### src/rtl/sdd_pkg.sv
package sdd_pkg;
  localparam int NUM_AXES = 2;
  localparam int AXIS_M = 0;
  localparam int AXIS_N = 1;

  // Galois right-shift step of a generic-width LFSR
  function automatic logic [31:0] galois_step(input logic [31:0] s, input logic [31:0] mask);
    logic [31:0] nxt;
    nxt = s >> 1;
    if (s[0]) nxt = nxt ^ mask;
    return nxt;
  endfunction
endpackage

### src/rtl/sdd_lfsr.sv
module sdd_lfsr #(
  parameter int          W    = 16,
  parameter logic [31:0] MASK = 32'h0000_B400,
  parameter logic [31:0] SEED = 32'h0000_ACE1
) (
  input  logic         clk,
  input  logic         rst_n,
  input  logic         step,
  output logic [W-1:0] state
);
  import sdd_pkg::*;

  logic [31:0] widened;
  logic [31:0] stepped;

  assign widened = 32'(state);
  assign stepped = galois_step(widened, MASK);

  always_ff @(posedge clk) begin
    if (!rst_n)    state <= SEED[W-1:0];
    else if (step) state <= stepped[W-1:0];
  end

  AST_LFSR_LIVE: assert property (@(posedge clk) disable iff (!rst_n)
    state != '0);
  AST_LFSR_HOLD: assert property (@(posedge clk) disable iff (!rst_n)
    !step |=> $stable(state));
  AST_LFSR_MOVE: assert property (@(posedge clk) disable iff (!rst_n)
    step |=> state != $past(state));
endmodule

### src/rtl/sdd_sign_gate.sv
module sdd_sign_gate #(
  parameter int REF_W = 12,
  parameter int FB_W  = 3,
  parameter int RND_W = 4,
  parameter int SHIFT = 0,
  parameter int OUT_W = 12
) (
  input  logic [RND_W-1:0]        rnd,
  input  logic signed [REF_W-1:0] ref_val,
  input  logic signed [FB_W-1:0]  fb_val,
  output logic signed [OUT_W-1:0] dither
);
  localparam int HALF = 1 << (RND_W - 1);

  logic signed [RND_W:0]   centred;
  logic signed [OUT_W-1:0] widened;
  logic                    ref_neg;
  logic                    fb_neg;

  assign centred = $signed({1'b0, rnd}) - $signed((RND_W+1)'(HALF));
  assign widened = OUT_W'(centred) <<< SHIFT;
  assign ref_neg = (ref_val < 0);
  assign fb_neg  = (fb_val < 0);
  assign dither  = (ref_neg != fb_neg) ? '0 : widened;

  initial begin
    assert (OUT_W >= RND_W + 1 + SHIFT) else $error("dither does not fit output width");
  end
endmodule

### src/rtl/sdd_dither_top.sv
module sdd_dither_top #(
  parameter int          REF_W        = 12,
  parameter int          FB_W         = 3,
  parameter int          LFSR_W       = 16,
  parameter logic [31:0] LFSR_MASK    = 32'h0000_B400,
  parameter logic [31:0] SEED_M       = 32'h0000_ACE1,
  parameter logic [31:0] SEED_N       = 32'h0000_1D2B,
  parameter int          DITHER_W     = 4,
  parameter int          DITHER_SHIFT = 0
) (
  input  logic                    clk,
  input  logic                    rst_n,
  input  logic                    in_valid,
  output logic                    in_ready,
  input  logic signed [REF_W-1:0] ref_m,
  input  logic signed [REF_W-1:0] ref_n,
  input  logic signed [FB_W-1:0]  fb_m,
  input  logic signed [FB_W-1:0]  fb_n,
  output logic                    out_valid,
  input  logic                    out_ready,
  output logic signed [REF_W-1:0] dith_m,
  output logic signed [REF_W-1:0] dith_n
);
  import sdd_pkg::*;

  localparam int OUT_W  = REF_W;
  localparam int PEAK   = (1 << (DITHER_W - 1)) << DITHER_SHIFT;

  logic                    accept;
  logic signed [REF_W-1:0] ref_a  [NUM_AXES];
  logic signed [FB_W-1:0]  fb_a   [NUM_AXES];
  logic signed [OUT_W-1:0] dnext  [NUM_AXES];
  logic signed [OUT_W-1:0] dreg   [NUM_AXES];

  assign in_ready = !out_valid || out_ready;
  assign accept   = in_valid && in_ready;

  assign ref_a[AXIS_M] = ref_m;
  assign ref_a[AXIS_N] = ref_n;
  assign fb_a[AXIS_M]  = fb_m;
  assign fb_a[AXIS_N]  = fb_n;

  for (genvar ax = 0; ax < NUM_AXES; ax++) begin : g_axis
    logic [LFSR_W-1:0] st;

    sdd_lfsr #(
      .W    (LFSR_W),
      .MASK (LFSR_MASK),
      .SEED ((ax == AXIS_M) ? SEED_M : SEED_N)
    ) u_lfsr (
      .clk   (clk),
      .rst_n (rst_n),
      .step  (accept),
      .state (st)
    );

    sdd_sign_gate #(
      .REF_W (REF_W),
      .FB_W  (FB_W),
      .RND_W (DITHER_W),
      .SHIFT (DITHER_SHIFT),
      .OUT_W (OUT_W)
    ) u_gate (
      .rnd     (st[LFSR_W-1 -: DITHER_W]),
      .ref_val (ref_a[ax]),
      .fb_val  (fb_a[ax]),
      .dither  (dnext[ax])
    );

    always_ff @(posedge clk) begin
      if (!rst_n)      dreg[ax] <= '0;
      else if (accept) dreg[ax] <= dnext[ax];
    end

    AST_GATE_ZERO: assert property (@(posedge clk) disable iff (!rst_n)
      (accept && ((ref_a[ax] < 0) != (fb_a[ax] < 0))) |=> dreg[ax] == 0);
    AST_DITHER_RANGE: assert property (@(posedge clk) disable iff (!rst_n)
      out_valid |-> (dreg[ax] >= -PEAK) && (dreg[ax] < PEAK));
  end

  // Low bits of the unused LFSR word lie outside the dither window by design.
  always_ff @(posedge clk) begin
    if (!rst_n)         out_valid <= 1'b0;
    else if (accept)    out_valid <= 1'b1;
    else if (out_ready) out_valid <= 1'b0;
  end

  assign dith_m = dreg[AXIS_M];
  assign dith_n = dreg[AXIS_N];

  AST_FIRE_VALID: assert property (@(posedge clk) disable iff (!rst_n)
    accept |=> out_valid);
  AST_STALL_HOLD: assert property (@(posedge clk) disable iff (!rst_n)
    (out_valid && !out_ready) |=> out_valid && $stable(dith_m) && $stable(dith_n));
  AST_STALL_BLOCK: assert property (@(posedge clk) disable iff (!rst_n)
    (out_valid && !out_ready && in_valid) |=> $stable(dith_m) && $stable(dith_n));
endmodule

### config.mk
export PLATFORM = sky130hd
export DESIGN_NAME = sdd_dither_top
export DESIGN_NICKNAME = d
export VERILOG_FILES = /design/src/rtl/sdd_pkg.sv /design/src/rtl/sdd_lfsr.sv /design/src/rtl/sdd_sign_gate.sv /design/src/rtl/sdd_dither_top.sv
export SDC_FILE = /design/constraint.sdc
export NUM_CORES = 1
export LEC_CHECK = 0
export BUFFER_PORTS_ARGS = -buffer_cell sky130_fd_sc_hd__buf_2
export CAP_MARGIN = 15
export CORE_ASPECT_RATIO = 0.6
export CORE_MARGIN = 3
export CORE_UTILIZATION = 50
export CTS_BUF_LIST = sky130_fd_sc_hd__clkbuf_4 sky130_fd_sc_hd__clkbuf_8
export CTS_CLUSTER_DIAMETER = 30
export CTS_CLUSTER_SIZE = 20
export DETAILED_ROUTE_END_ITERATION = 10
export HOLD_SLACK_MARGIN = 0.02
export PLACE_DENSITY = 0.9
export SLEW_MARGIN = 20
export SYNTH_ARGS = -nofsm -noshare
export SYNTH_HDL_FRONTEND = slang
export SYNTH_SLANG_ARGS = --single-unit
### constraint.sdc
create_clock -name clk -period 1.5 [get_ports clk]
set_input_delay 0.075 -clock clk [delete_from_list [all_inputs] [get_ports clk]]
set_output_delay 0.075 -clock clk [all_outputs]
set_load 0.02 [all_outputs]
* After elaboration in Yosys (flattened, before gate mapping) *
Memories as Yosys holds them, arrays and structs flattened.
Cells that the tools add are included.

storage, ports and cells
  register bits after elaboration = 33
  bits in writable memories = 24
  bits of input ports = 34
  output and inout bits = 26
  memories = 1

operators by class
  $add $sub $neg = 2
  magnitude comparators = 4
  equal/unequal tests = 2
  muxes and demuxes = 12
  bitwise operators = 4
  reduce and logical (&&, ||, !) cells = 4

memories
  name  depth  width  rd ports  clocked after Yosys merged registers in  write ports  line                  text
  dreg  2      12     2         0                                        2            sdd_dither_top.sv:33  logic signed [OUT_W-1:0] dreg [NUM_AXES];

operators by type and width
  cell                 number
  $mux 12              4
  $mux 16              2
  $lt 12x1->1 const B  2
  $sub 4x4->5 const B  2
  $not 3->4            2
  $lt 3x1->1 const B   2
  $mux 1               6
  $ne 1x1->1           2
  $or 1x1->1           2
  $reduce_bool 2->1    1
  $logic_and 1x1->1    1
  $logic_not 1->1      1
  $logic_or 1x1->1     1

* Logic depth before layout (Yosys ltp) *
Gate-level depths: netlist of the first run.

  word-level depth = 7
  depth in mapped cells = 6
  gate-level depth less buffers = 5

* By module *
Synthesis of the first run repeated with hierarchy kept, for this count alone.

unflattened totals
  cell total of the unflattened synthesis = 225
  area, all modules = 2,768.9 um^2

by module, submodules not included
  module                        times used  cells each  area an instance (um^2)  sequential area each (um^2)
  sdd_dither_top                1           61          1,114.8                  740.7
  sdd_lfsr at g_axis[0].u_lfsr  1           69          729.4                    320.3
  sdd_lfsr at g_axis[1].u_lfsr  1           69          724.4                    320.3
  sdd_sign_gate                 2           13          100.1                    0.0

* Worst setup path before layout of the first run *
OpenSTA, ideal clock, no wires.

  path type = reg-to-reg
  start = reg out_valid
  end = reg g_axis[0].u_lfsr.state[11]
  setup time = 117 ps
  data arrival time = 1,388 ps
  required time = 1,383 ps
  setup slack = -4 ps
  stages on the path, launching flop included = 7
  path buffers = 1
  period minus slack after synthesis = 1,504 ps
  path through = dfxtp_1 -> nor2b_4 -> inv_2 -> a21boi_4 -> inv_4 -> buf_6 -> o22a_1

between the ends
  word-level cells in the longest chain between the ends = 3

ends and longest elaborated chain
  what                    line                  text
  start, declared         sdd_dither_top.sv:19  output logic out_valid,
  start signal, assigned  sdd_dither_top.sv:83  if (!rst_n) out_valid <= 1'b0;
  start signal, assigned  sdd_dither_top.sv:84  else if (accept) out_valid <= 1'b1;
  start signal, assigned  sdd_dither_top.sv:85  else if (out_ready) out_valid <= 1'b0;
  $logic_not 1->1         sdd_dither_top.sv:35  assign in_ready = !out_valid || out_ready;
  $logic_or 1x1->1        sdd_dither_top.sv:35
  named net in_ready      sdd_dither_top.sv:14  output logic in_ready,
  $logic_and 1x1->1       sdd_dither_top.sv:36  assign accept = in_valid && in_ready;
  end signal, assigned    sdd_lfsr.sv:20        if (!rst_n) state <= SEED[W-1:0];
  end signal, assigned    sdd_lfsr.sv:21        else if (step) state <= stepped[W-1:0];
  end, declared           sdd_lfsr.sv:9         output logic [W-1:0] state

The timed path passes the listed nets, and every way through them passes these cells.
A chain may end at the register's enable or synchronous reset.

* Worst setup path after layout of the first run *
  start = reg out_valid
  end = reg g_axis[1].u_lfsr.state[0]

between the ends
  word-level cells in the longest chain between the ends = 3

ends and longest elaborated chain
  what                  line
  $logic_not 1->1       sdd_dither_top.sv:35
  $logic_or 1x1->1      sdd_dither_top.sv:35
  $logic_and 1x1->1     sdd_dither_top.sv:36
  end signal, assigned  sdd_lfsr.sv:20
  end signal, assigned  sdd_lfsr.sv:21
  end, declared         sdd_lfsr.sv:9

No other way between the ends.

==> results of run 1 <==
cell usage after synthesis (all sizes together):
cell type and count:
a2bb2oi 4, nor3 6, and2 6, inv 3, xnor2 4, dfxtp 33
edfxtp 10, a21boi 2, o22a 12, nor2 1, nand2 1, nor2b 1
a22o 16, xor2 4, nand3 1, buf 21
power groups by stage:
stage               combinational [mW]  sequential, mW  clock, mW
detailed placement               0.281            1.36          0
CTS                              0.283            1.33      0.760
global placement                 0.273            1.35          0
floorplan                        0.216            1.37          0
global route                     0.303            1.34      0.808
finish                           0.282            1.33      0.747
worst paths after layout:
check / startpoint / end / slack, ns / cells past startpoint
min: rst_n / out_valid / 0.07 / 2
max reg2reg: out_valid / g_axis[1].u_lfsr.state[0] / 0.20 / 5
max: out_valid / g_axis[1].u_lfsr.state[0] / 0.20 / 5
min reg2reg: g_axis[0].u_lfsr.state[6] / g_axis[0].u_lfsr.state[6] / 0.47 / 1
state kept, by name, indices dropped and copies added (netlist names):
name / flops
g_axis.u_lfsr.state: 32
dreg: 10
out_valid: 1
logic make-up (layout without fill, tap and decap cells):
family / Yosys count / in the layout / synth area share
compound gates: 34 / 34 / 0.193
xor+xnor: 8 / 8 / 0.0440
buf+inv: 24 / 47 / 0.101
flops: 43 / 43 / 0.604
simple gates: 16 / 16 / 0.0590
final cells by class:
type	instances	area, um^2
fillers	251	1170
multi-input cells	58	470
inverters	3	13.8
well taps	42	52.6
clock inverters	2	11.3
clock buffers	6	82.6
repair buffers	36	188
flip-flops and latches	43	961
stage by stage:
step / cell area, um^2 / instances / total power [mW] / utilization
3_3_place_gp: 1690 / 182 / 1.62 / 0.572
6_report: 1780 / 190 / 2.36 / 0.604
2_1_floorplan: 1590 / 125 / 1.58 / -
5_1_grt: 1780 / 190 / 2.45 / 0.604
3_5_place_dp: 1690 / 182 / 1.64 / 0.572
4_1_cts: 1780 / 190 / 2.37 / 0.604
layer usage:
metal	vias to the layer above	wire, um
met5	-	0
li1	484	-
met3	6	238
met2	42	1210
met1	489	1240
met4	0	41
critical path: cells and delay by family (launching register included):
family | cells | cell delay [ns]
flops | 1 | 0.31
simple gates | 2 | 0.32
buf+inv | 2 | 0.34
compound gates | 1 | 0.21
==> impl_metrics.ini, run 1 <==
[run_status]
status = finished clean

[synth]
syn_nets = 159
synth_area_leaders = dfxtp_1 42%, edfxtp_1 19%, a22o_1 8.8%
ys_types = 22
yosysWarnings = 0
synth-seq-cells = 43
synth_top_area_share = 0.415
syn_area_um2 = 1590
yosys.area.top_type = dfxtp_1
yosysSeqAreaShare = 0.604
synth_cells = 125
postSynthAreaPerCell_um2 = 12.7

[power]
leakage_nw = 0.753
peakVddDrop_uv = 559
p_int_mw = 1.76
clockPowerShare = 0.317
power.density_nw_per_um2 = 1330
seq_power_share = 0.563
p_sw_frac = 0.253
combPwrFrac = 0.120
power_switching_uw = 597

[sta]
clock_skew_ns = 0.00942
worst_slew_pin_slew_ns = 0.299
period_needed_ns = 1.30
finalSetupViolCount = 0
rsz0062_at_grt = false
hold_viol_final = 0
slew_viol_final = 0
fin_crit_sh = 0.869
fmax_ghz = 0.767
hold_ws_ns = 0.0726
fin_ws_ns = 0.197
tns_ns = 0
slew-limit-headroom = 0.799

[drt]
drc_errors = 0
wire_per_inst_um = 14.3
routed_via_density = 5.37
drtIter0Drc = 44
drt_wl_total_um = 2720
num_vias = 1021
dr.pass1.iters = 4
ant_nets = 0

[layout]
num_antenna_cells = 0
drive_gt1_frac = 0.318
mostFrequentLayoutCells = 33 x dfxtp_1, 33 x buf_2, 16 x a22o_1, 12 x o22a_1, 10 x edfxtp_1
syn_to_final_growth_pct = 11.8
nNetsFinal = 181

[placed_design]
hpwl_um = 1820
post-place-ws_ns = 0.214
portBuffers = 33
place.gp.congestion = 0.758

[worst_setup_path]
critPathLaunchType = flip-flop
crit_type = reg -> reg
critPathArrivalTime_ns = 1.48
critPathMaxStageDelay_ns = 0.31
cp-end-kind = flip-flop
cp_slowest_cell = dfxtp_1
path_cells = nor2b_4, inv_2, nand3_1, buf_4, o22a_1
cp.required_ns = 1.68
cp_max_fo = 12

[clocking]
clock_path_buffers = 2
clk-insertion-delay-late_ns = 0.29
cts-resized-gates = 0
cts-root-buf = clkbuf_8
cts_num_sinks = 43
cts_buffers = 5
cts_setup_buffers = 0
hold_buffers = 0
clk_pin_slew_ns = 0.08
htreeDepth = 2
tritoncts = built

[global_routing]
track_usage = 0.150
antenna_found_initial = 0
met2_usage = 0.238
met1_usage = 0.182
grt_max_degree = 27
grt-busiest-layer = met2
grt_util_met3 = 0.0547
grt_pass1_wl_um = 4420
overflow = 0
grt_pass1_vias = 926

[die]
boundaryPins = 60
dieHeight_um = 49.7
coreArea_um2 = 2950
die-area_um2 = 3920
num_rows = 15
initial_utilization = 0.540
die-width_um = 78.8

[run]
cap_violations = 0

[worst_hold_path]
hold_path_class = in -> reg
Note: power is estimated with default switching activity, not from simulation.
==> run 2: changes to the inputs <==
--- a/config.mk
+++ b/config.mk
@@ -9,14 +9,16 @@
 export CAP_MARGIN = 15
 export CORE_ASPECT_RATIO = 0.6
 export CORE_MARGIN = 3
-export CORE_UTILIZATION = 50
+export CORE_UTILIZATION = 57
 export CTS_BUF_LIST = sky130_fd_sc_hd__clkbuf_4 sky130_fd_sc_hd__clkbuf_8
 export CTS_CLUSTER_DIAMETER = 30
 export CTS_CLUSTER_SIZE = 20
 export DETAILED_ROUTE_END_ITERATION = 10
+export GPL_TIMING_DRIVEN = 0
 export HOLD_SLACK_MARGIN = 0.02
-export PLACE_DENSITY = 0.9
+export PLACE_DENSITY = 0.92
 export SLEW_MARGIN = 20
 export SYNTH_ARGS = -nofsm -noshare
 export SYNTH_HDL_FRONTEND = slang
+export SYNTH_HIERARCHICAL = 1
 export SYNTH_SLANG_ARGS = --single-unit
==> run 2 against run 1 <==
Against the previous run:
- count of clock-buffer cells in the layout up 6
- area after synthesis up 64%
- combinational power up 97%
- clock skew down 0.0012 ns
- critical endpoint is now dreg[0][5]
- highest routed layer unchanged
==> impl_metrics.ini, run 2 <==
[worst_setup_path]
reg2reg_from = out_valid
cp_max_fo = 12
rr_worst_depth = 2
r2r-end = dreg[0][5]
crit_path_start = out_valid
crit_type = reg -> reg
cp.required_ns = 1.46
critPathLaunchType = flip-flop
critPathArrivalTime_ns = 1.38
cp-end-kind = flip-flop
endpoint = dreg[0][5]
r2r_setup_slack_ns = 0.08

[power]
power.density_nw_per_um2 = 1140
leakage_nw = 1.34
peakVddDrop_uv = 873

[synth]
syn_area_um2 = 2600
synth_cells = 203
syn_nets = 237
postSynthAreaPerCell_um2 = 12.8
yosysWarnings = 6

[worst_hold_path]
hold_path_class = in -> reg

[drt]
drc_errors = 0
ant_nets = 0
dr.pass1.iters = 4
drtIter0Drc = 86
drt_wl_total_um = 4710
num_vias = 1580
routed_via_density = 4.95
wire_per_inst_um = 14.8

[sta]
clock_skew_ns = 0.00824
fmax_ghz = 0.703
hold_ws_ns = 0.173
worst_slew_pin_slew_ns = 0.718
hold_viol_final = 0
slew_viol_final = 0
slew-limit-headroom = 0.521
fin_crit_sh = 0.948
rsz0062_at_grt = false
period_needed_ns = 1.42
finalSetupViolCount = 0
tns_ns = 0

[layout]
mostFrequentLayoutCells = 33 x buf_2, 32 x dfxtp_1, 27 x buf_4, 26 x mux2i_1, 24 x edfxtp_1
layout_commonest_cell = buf_2
stdcell_count = 319
regMostFlops = g_axis.u_lfsr/state
largest_reg_flops = 32
nNetsFinal = 288
drive_gt1_frac = 0.467
syn_to_final_growth_pct = 19.8
top_regs = g_axis.u_lfsr/state x32, dreg x24, out_valid x1
num_antenna_cells = 0
nFillCells = 289

[placed_design]
portBuffers = 33
hpwl_um = 2960
dp.cells = 296
place.gp.congestion = 0.767

[clocking]
cts_buffers = 9
clk_pin_slew_ns = 0.07
cts-root-buf = clkbuf_8
clock_path_buffers = 2
tritoncts = built
cts_num_sinks = 57
clk-insertion-delay-late_ns = 0.33
htreeDepth = 3

[global_routing]
antenna_found_initial = 0
overflow = 0
track_usage = 0.191
grt_max_degree = 21
grt_pass1_wl_um = 7580
grt_pass1_vias = 1531

[die]
coreArea_um2 = 4260
dieHeight_um = 58.4
boundaryPins = 60
num_rows = 18
die-area_um2 = 5440
initial_utilization = 0.612
die-width_um = 93.3

[run_status]
status = finished clean

[run]
cap_violations = 0
[run 2: critical path, cell delays in order, from the launching register on]
cell and delay, ns:
dfxtp_2 0.33, nor2b_4 0.15, o21ai_2 0.57
[run 2: stage by stage]
| stage | setup slack (ns) | utilization | total power [mW] | cell area, um^2 |
|---|---|---|---|---|
| finish | 0.0776 | 0.733 | 3.56 | 3120 |
| global route | 0.0290 | 0.733 | 3.73 | 3120 |
| CTS | 0.0848 | 0.733 | 3.60 | 3120 |
| detailed placement | -0.231 | 0.671 | 2.33 | 2860 |
| global placement | -0.196 | 0.671 | 2.31 | 2860 |
| floorplan | -0.0906 | - | 2.21 | 2620 |
[run 2: worst min path at each step]
stage | startpoint | end | slack, ns | depth (start not counted)
floorplan | rst_n | out_valid | 0.19 | 1
CTS | rst_n | out_valid | 0.14 | 2
global route | rst_n | out_valid | 0.16 | 2
finish | rst_n | out_valid | 0.17 | 2
global placement | in_valid | out_valid | 0.34 | 2
detailed placement | in_valid | out_valid | 0.35 | 2
[run 2: repair_timing]
action / 4_1_cts / 5_1_grt
gates resized for setup: 2 / 0
setup endpoints to repair: 56 / 0
hold endpoints to repair: 1 / 0
buffers inserted: 5 / 0
hold buffers: 1 / 0
[run 2: per-layer routing]
metal / GRT usage / part of all wire
met5: 0 / 0
met2: 0.286 / 0.46
met1: 0.241 / 0.47
met4: 0.0731 / 0.013
met3: 0.0945 / 0.053
[run 2: area by class of cell]
cell class / count / area (um^2) / share of cell area
multi-input combinational: 113 / 948 / 0.304
clock buffer: 12 / 153 / 0.0489
sequential: 57 / 1380 / 0.443
buffer: 31 / 277 / 0.0886
inverter: 2 / 7.51 / 0.00241
timing repair buffer: 40 / 258 / 0.0826
tap: 60 / 75.1 / 0.0241
clock inverter: 4 / 18.8 / 0.00602
[run 2: power breakdown]
part / total (mW) / switching [mW] / leakage (nW) / internal [mW]
clock network: 1.22 / 0.557 / 0.0944 / 0.666
registers: 1.78 / 0.0520 / 0.537 / 1.73
logic: 0.556 / 0.276 / 0.707 / 0.280
total: 3.56 / 0.885 / 1.34 / 2.68
